### src/rtl/pf_pkg.sv
package pf_pkg;

   // Offset of a shape in a layer relative to the key half-strip.
   // Shape 0 is straight, shape 1 leans toward higher indices with
   // increasing layer number, and shape 2 leans the other way.
   function automatic int shape_offset(input int layer, input int shape, input int key_layer);
      int dl;
      dl = layer - key_layer;
      case (shape)
         0:       return 0;
         1:       return dl;
         default: return -dl;
      endcase
   endfunction

endpackage

### src/rtl/pf_key_scorer.sv
module pf_key_scorer
   import pf_pkg::*;
#(
   parameter int NLAYER    = 6,
   parameter int NUM_HS    = 32,
   parameter int NSHAPE    = 3,
   parameter int KEY_LAYER = 2,
   parameter int KEY       = 0,
   localparam int CNT_W    = $clog2(NLAYER + 1),
   localparam int PNUM_W   = $clog2(NLAYER * NSHAPE + NSHAPE)
) (
   input  logic [NLAYER*NUM_HS-1:0] hits,
   output logic [CNT_W-1:0]         best_cnt,
   output logic [PNUM_W-1:0]        best_pnum
);

   logic [NLAYER-1:0] lane_hit [NSHAPE];
   logic [CNT_W-1:0]  shape_cnt [NSHAPE];
   logic [PNUM_W-1:0] shape_pnum [NSHAPE];

   for (genvar s = 0; s < NSHAPE; s++) begin : g_shape
      for (genvar l = 0; l < NLAYER; l++) begin : g_layer
         localparam int IDX = KEY + shape_offset(l, s, KEY_LAYER);
         if (IDX >= 0 && IDX < NUM_HS) begin : g_in
            assign lane_hit[s][l] = hits[l*NUM_HS + IDX];
         end else begin : g_out
            assign lane_hit[s][l] = 1'b0;
         end
      end

      always_comb begin
         shape_cnt[s] = '0;
         for (int l = 0; l < NLAYER; l++) begin
            shape_cnt[s] = shape_cnt[s] + CNT_W'(lane_hit[s][l]);
         end
      end

      assign shape_pnum[s] = PNUM_W'(shape_cnt[s]) * PNUM_W'(NSHAPE)
                           + PNUM_W'(NSHAPE - 1 - s);
   end

   always_comb begin
      best_cnt  = shape_cnt[0];
      best_pnum = shape_pnum[0];
      for (int s = 1; s < NSHAPE; s++) begin
         if (shape_pnum[s] > best_pnum) begin
            best_cnt  = shape_cnt[s];
            best_pnum = shape_pnum[s];
         end
      end
   end

endmodule

### src/rtl/pf_best_select.sv
module pf_best_select #(
   parameter int NUM_HS = 32,
   parameter int CNT_W  = 3,
   parameter int PNUM_W = 5,
   localparam int KEY_W = $clog2(NUM_HS)
) (
   input  logic [NUM_HS*CNT_W-1:0]  key_cnt,
   input  logic [NUM_HS*PNUM_W-1:0] key_pnum,
   output logic [KEY_W-1:0]         sel_key,
   output logic [CNT_W-1:0]         sel_cnt,
   output logic [PNUM_W-1:0]        sel_pnum
);

   // Ascending scan with a strict compare keeps the lowest key on ties.
   always_comb begin
      sel_key  = '0;
      sel_cnt  = key_cnt[CNT_W-1:0];
      sel_pnum = key_pnum[PNUM_W-1:0];
      for (int k = 1; k < NUM_HS; k++) begin
         if (key_pnum[k*PNUM_W +: PNUM_W] > sel_pnum) begin
            sel_key  = KEY_W'(k);
            sel_cnt  = key_cnt[k*CNT_W +: CNT_W];
            sel_pnum = key_pnum[k*PNUM_W +: PNUM_W];
         end
      end
   end

endmodule

### src/rtl/pattern_finder_6l.sv
module pattern_finder_6l #(
   parameter int NLAYER    = 6,
   parameter int NUM_HS    = 32,
   parameter int NSHAPE    = 3,
   parameter int KEY_LAYER = 2,
   localparam int CNT_W    = $clog2(NLAYER + 1),
   localparam int PNUM_W   = $clog2(NLAYER * NSHAPE + NSHAPE),
   localparam int KEY_W    = $clog2(NUM_HS)
) (
   input  logic                     clk,
   input  logic                     rst_n,
   input  logic [NLAYER*NUM_HS-1:0] hits_in,
   input  logic [CNT_W-1:0]         min_layers,
   output logic                     out_valid,
   output logic [KEY_W-1:0]         out_key,
   output logic [PNUM_W-1:0]        out_pattern,
   output logic [CNT_W-1:0]         out_layers
);

   if (NLAYER < 3 || NLAYER > 8) begin : g_bad_layers
      $error("pattern_finder_6l: NLAYER must be 3..8");
   end
   if (NSHAPE < 1 || NSHAPE > 3) begin : g_bad_shapes
      $error("pattern_finder_6l: NSHAPE must be 1..3");
   end
   if (NUM_HS < 4) begin : g_bad_width
      $error("pattern_finder_6l: NUM_HS must be at least 4");
   end
   if (KEY_LAYER < 0 || KEY_LAYER >= NLAYER) begin : g_bad_key
      $error("pattern_finder_6l: KEY_LAYER out of range");
   end

   // Stage 1: capture inputs
   logic [NLAYER*NUM_HS-1:0] hits_q;
   logic [CNT_W-1:0]         min_q1;

   always_ff @(posedge clk or negedge rst_n) begin
      if (!rst_n) begin
         hits_q <= '0;
         min_q1 <= '0;
      end else begin
         hits_q <= hits_in;
         min_q1 <= min_layers;
      end
   end

   // Stage 2: per-key scoring
   logic [NUM_HS*CNT_W-1:0]  key_cnt_c,  key_cnt_q;
   logic [NUM_HS*PNUM_W-1:0] key_pnum_c, key_pnum_q;
   logic [CNT_W-1:0]         min_q2;

   for (genvar k = 0; k < NUM_HS; k++) begin : g_key
      pf_key_scorer #(
         .NLAYER    (NLAYER),
         .NUM_HS    (NUM_HS),
         .NSHAPE    (NSHAPE),
         .KEY_LAYER (KEY_LAYER),
         .KEY       (k)
      ) i_scorer (
         .hits      (hits_q),
         .best_cnt  (key_cnt_c[k*CNT_W +: CNT_W]),
         .best_pnum (key_pnum_c[k*PNUM_W +: PNUM_W])
      );
   end

   always_ff @(posedge clk or negedge rst_n) begin
      if (!rst_n) begin
         key_cnt_q  <= '0;
         key_pnum_q <= '0;
         min_q2     <= '0;
      end else begin
         key_cnt_q  <= key_cnt_c;
         key_pnum_q <= key_pnum_c;
         min_q2     <= min_q1;
      end
   end

   // Stage 3: chamber-wide selection and threshold
   logic [KEY_W-1:0]  sel_key;
   logic [CNT_W-1:0]  sel_cnt;
   logic [PNUM_W-1:0] sel_pnum;
   logic [CNT_W-1:0]  thr;
   logic              pass;
   logic [CNT_W-1:0]  min_q3;

   pf_best_select #(
      .NUM_HS (NUM_HS),
      .CNT_W  (CNT_W),
      .PNUM_W (PNUM_W)
   ) i_select (
      .key_cnt  (key_cnt_q),
      .key_pnum (key_pnum_q),
      .sel_key  (sel_key),
      .sel_cnt  (sel_cnt),
      .sel_pnum (sel_pnum)
   );

   assign thr  = (min_q2 == '0) ? CNT_W'(1) : min_q2;
   assign pass = (sel_cnt >= thr);

   always_ff @(posedge clk or negedge rst_n) begin
      if (!rst_n) begin
         out_valid   <= 1'b0;
         out_key     <= '0;
         out_pattern <= '0;
         out_layers  <= '0;
         min_q3      <= '0;
      end else begin
         out_valid   <= pass;
         out_key     <= pass ? sel_key  : '0;
         out_pattern <= pass ? sel_pnum : '0;
         out_layers  <= pass ? sel_cnt  : '0;
         min_q3      <= min_q2;
      end
   end


   idle_zero_chk: assert property (@(posedge clk) disable iff (!rst_n)
      !out_valid |-> (out_key == '0 && out_pattern == '0 && out_layers == '0));


   pnum_layers_chk: assert property (@(posedge clk) disable iff (!rst_n)
      out_valid |-> (int'(out_pattern) >= int'(out_layers) * NSHAPE &&
                     int'(out_pattern) <  (int'(out_layers) + 1) * NSHAPE));


   layer_range_chk: assert property (@(posedge clk) disable iff (!rst_n)
      int'(out_layers) <= NLAYER);


   valid_nonempty_chk: assert property (@(posedge clk) disable iff (!rst_n)
      out_valid |-> out_layers != '0);


   valid_min_chk: assert property (@(posedge clk) disable iff (!rst_n)
      out_valid |-> out_layers >= min_q3);

endmodule

### config.mk
export PLATFORM = sky130hd
export DESIGN_NAME = pattern_finder_6l
export DESIGN_NICKNAME = d
export VERILOG_FILES = /design/src/rtl/pf_pkg.sv /design/src/rtl/pf_key_scorer.sv /design/src/rtl/pf_best_select.sv /design/src/rtl/pattern_finder_6l.sv
export SDC_FILE = /design/constraint.sdc
export NUM_CORES = 2
export LEC_CHECK = 0
export ABC_AREA = 1
export CORE_ASPECT_RATIO = 0.5
export CORE_MARGIN = 1.5
export CORE_UTILIZATION = 45
export CTS_BUF_LIST = sky130_fd_sc_hd__clkbuf_4
export CTS_CLUSTER_DIAMETER = 60
export DETAILED_ROUTE_END_ITERATION = 10
export PLACE_DENSITY_LB_ADDON = 0.1
export SLEW_MARGIN = 40
export SYNTH_ARGS = -nofsm -noshare
export SYNTH_HDL_FRONTEND = slang
export SYNTH_HIERARCHICAL = 1
export SYNTH_SLANG_ARGS = --single-unit
### constraint.sdc
create_clock -name clk -period 44.3 [get_ports clk]
set_input_delay 13.29 -clock clk [delete_from_list [all_inputs] [get_ports clk]]
set_output_delay 13.29 -clock clk [all_outputs]
set_load 0.01 [all_outputs]
==> implementation parameters <==
Parameter                              Value

Routing
  Total vias in the final route ... 39940
  Antenna Violating Nets Remaining ... 0
  Total length of routed wires ... 132.7 mm
  Total DRC errors in the routed layout ... 0
  Detail-routed via count per cell ... 4.910
  Wirelength per Cell ... 16.32 um
  Detailed Route Iter0 Violations ... 2133
  Pre-antenna DRT Iters ... 5

Clock network
  Clock-pin slew on the worst setup and hold paths ... 0.07 ns
  Number of CTS-inserted buffers ... 116
  Number of buffers on the longest clock path ... 3
  Hold buffer count at CTS ... 0
  Clock root cell ... sky130_fd_sc_hd__clkbuf_4
  Number of clock sinks ... 468
  Clock tree from TritonCTS ... built
  CTS H-tree depth ... 3
  Worst-skew pair later-pin latency ... 1.10 ns

Place
  IO buf count ... 210
  Placed wire-length estimate ... 112.0 mm
  Gp weighted congestion ... 0.9123

Synth
  Number of nets in the synthesized netlist ... 7548
  Seq cells post-synth ... 468
  Most used flip-flop cell after synthesis ... sky130_fd_sc_hd__dfrtp_1
  Ys async rst share ... 1.000
  Yosys warning total ... 6
  Number of different library cells in the post-synthesis netlist ... 51
  Cell count after synthesis ... 6155
  Post-synth EDFFs ... 0
  Post-synthesis sequential area ratio ... 0.2356
  Cell area after synthesis ... 0.04971 mm2
  Syn_area_per_cell ... 8.076 um2

Timing
  Max Fclk ... 24.29 MHz
  Setup clock skew after layout ... 0.08625 ns
  Aggregate negative setup slack ... 0 ns
  Worst max-slew margin expressed relative to the limit ... 0.3594
  Final setup fails ... 0
  Post-route fraction of the period consumed by the critical path ... 0.9292
  Measured slew at the worst slew-check pin ... 0.9527 ns
  Hold slack final ... 0.3558 ns
  Max-slew violation count ... 0
  Post-layout min period ... 41.16 ns
  Final Hold Violating Endpoints ... 0

Critical path
  Delay of the slowest critical-path stage ... 0.40 ns
  Kind of start point of the critical path ... flip-flop
  Capture instance of the worst register-to-register path ... out_key[2]
  Category of the critical setup timing path ... reg -> reg
  Nature of the critical path endpoint ... flip-flop
  Worst-case reg-to-reg path depth ... 282
  Flop-to-flop setup slack ... 3.14 ns
  CP Data Required Time ... 45.24 ns
  Critical path's most frequent cell ... sky130_fd_sc_hd__nand2_1
  Worst reg2reg startpoint ... key_pnum_q[4]
  Maximum net fanout on the critical path ... 14
  Slowest stage cell on the critical path ... sky130_fd_sc_hd__dfrtp_1
  Data arrival time of the worst path ... 42.10 ns

Worst hold path
  Hold path cells ... 0
  Class of the most critical hold timing path ... reg -> reg
  Min-delay src ... min_q1[2]
  Endpoint with the worst hold slack ... min_q2[2]

Floorplanning
  Effective utilization at floorplan ... 0.4578
  Number of primary I/O pins ... 211
  Chip Height ... 238.0 um
  Horizontal die dimension ... 473.0 um
  Core Area ... 0.1086 mm2
  Overall die area ... 0.1126 mm2
  Core Rows ... 85

Global routing
  Global route overflow ... 0
  Vias in the first global route ... 40740
  Global routing met1 resource utilization ... 0.3250
  Combined global-route utilization of all metal layers ... 0.2383
  Wire length of the first global-routing pass ... 212.7 mm
  Global routing usage on met2 ... 0.3978
  Antenna violations before repair ... 3
  Most used routing layer ... met2
  Met3 track demand over resource ... 0.03382
  Pin count of the biggest net entering global routing ... 106

Final layout
  Most common cell after layout, fill and taps aside ... sky130_fd_sc_hd__nand2_1
  Leading cell types in the layout, fill and taps excluded ... sky130_fd_sc_hd__nand2_1 (1691), sky130_fd_sc_hd__inv_1 (1302), sky130_fd_sc_hd__ha_1 (860), sky130_fd_sc_hd__dfrtp_1 (468), sky130_fd_sc_hd__nand3_1 (416)
  Final nets ... 7942
  Count of filler cells inserted in the layout ... 10470
  Share of post-route cells with drive strength above 1 ... 0.1023
  Core occupancy in the finished layout ... 0.5185
  Area Growth Syn to Fin ... 13.27%

Status
  Run status ... finished clean

Run
  Max_cap viols ... 0
[worst max-delay path, delay by kind of cell (launching register included)]
kind            cells  cell delay, ns
simple gates      166           22.19
compound gates     29            4.37
fa+ha+maj          32            8.22
buf+inv            55            5.84
flops               1            0.40
[layout make-up]
cell class	count	area [um2]	area share
clock inverter	64	505.5	0.008977
timing repair inverter	1	5.005	0.00008888
sequential	468	11710	0.2080
tap	1479	1851	0.03287
inverter	1316	4952	0.08795
timing repair buffer	291	2779	0.04935
clock buffer	153	1149	0.02040
multi-input combinational	4355	33340	0.5921
antenna	6	15.01	0.0002667
[synthesized netlist by cell type, types with 4 or more instances]
cell type | number | area share
sky130_fd_sc_hd__fa_1 | 336 | 0.14
sky130_fd_sc_hd__nand2_1 | 1706 | 0.13
sky130_fd_sc_hd__and2_1 | 37 | 0.0047
sky130_fd_sc_hd__nand4_1 | 99 | 0.012
sky130_fd_sc_hd__inv_2 | 6 | 0.00045
sky130_fd_sc_hd__nand3_1 | 418 | 0.042
sky130_fd_sc_hd__nand3_2 | 155 | 0.031
sky130_fd_sc_hd__nand3b_1 | 58 | 0.0088
sky130_fd_sc_hd__dfrtp_1 | 468 | 0.24
sky130_fd_sc_hd__o2111ai_1 | 5 | 0.00088
sky130_fd_sc_hd__nor4_1 | 24 | 0.0030
sky130_fd_sc_hd__buf_2 | 14 | 0.0014
sky130_fd_sc_hd__ha_1 | 860 | 0.22
sky130_fd_sc_hd__o311ai_0 | 4 | 0.00070
sky130_fd_sc_hd__nor2_2 | 31 | 0.0039
sky130_fd_sc_hd__nand2_2 | 58 | 0.0073
sky130_fd_sc_hd__o21ai_0 | 59 | 0.0059
sky130_fd_sc_hd__nor3_1 | 28 | 0.0028
sky130_fd_sc_hd__a21oi_1 | 156 | 0.016
sky130_fd_sc_hd__or2_2 | 56 | 0.0070
sky130_fd_sc_hd__a31oi_1 | 4 | 0.00050
sky130_fd_sc_hd__xor2_1 | 28 | 0.0049
sky130_fd_sc_hd__inv_1 | 1309 | 0.099
sky130_fd_sc_hd__xnor2_1 | 30 | 0.0053
sky130_fd_sc_hd__nand2_4 | 36 | 0.0082
sky130_fd_sc_hd__o211ai_1 | 6 | 0.00091
sky130_fd_sc_hd__nor2_1 | 126 | 0.0095
sky130_fd_sc_hd__o21bai_1 | 5 | 0.00076
[layer usage]
metal  routed length [um]  vias up
met5                    0        -
met4                 2998        0
met3                 4679      165
met2                62290      615
met1                62770    19000
li1                     -    20150
[worst max path at each step]
stage	from	end	slack, ns	cells past startpoint
after detailed placement	key_pnum_q[4]	out_key[3]	-1.91	279
after global placement	key_pnum_q[4]	out_key[4]	0.23	278
after CTS	key_pnum_q[4]	out_key[4]	0.04	281
after floorplan	key_pnum_q[4]	out_key[0]	3.85	289
after global routing	key_pnum_q[4]	out_key[2]	-0.42	282
final	key_pnum_q[4]	out_key[2]	3.14	282
[flip-flops by register name, indices dropped and copies added (netlist names)]
signal and flops:
min_q2 3, out_pattern 5, out_layers 3, key_cnt_q 96, min_q1 3, hits_q 192, out_valid 1, key_pnum_q 160
out_key 5
[what timing repair did]
item,in CTS,in global routing
setup buffers,0,60
pin swaps,0,41
cloned,0,4
setup endpoints to repair,14,14
gates resized for setup,18,69
endpoints found under the hold margin,0,0
[through the flow]
stage          instances  area [um2]  setup slack [ns]
2_1_floorplan       6155       49710             3.849
3_3_place_gp        7845       53700            0.2322
3_5_place_dp        7845       53710            -1.912
4_1_cts             8062       55450           0.04491
5_1_grt             8131       56300           -0.4208
6_report            8133       56310             3.136
[logic make-up (layout without fill, tap and decap cells)]
kind of cell             count (synthesis)  count (layout)  synth area share
buffers and inverters                 1335            1825            0.1018
adder cells (fa/ha/maj)               1196            1196            0.3518
other                                    0               6                 0
AND/OR/NAND/NOR                       2841            2844            0.2720
XOR/XNOR                                58              58           0.01022
flip-flops                             468             468            0.2356
AO/OA/AOI/OAI                          257             257           0.02859
Power is left out: the tool's default activity adds up to more than one toggle a clock period on the data nets, which glitch-free logic cannot reach.
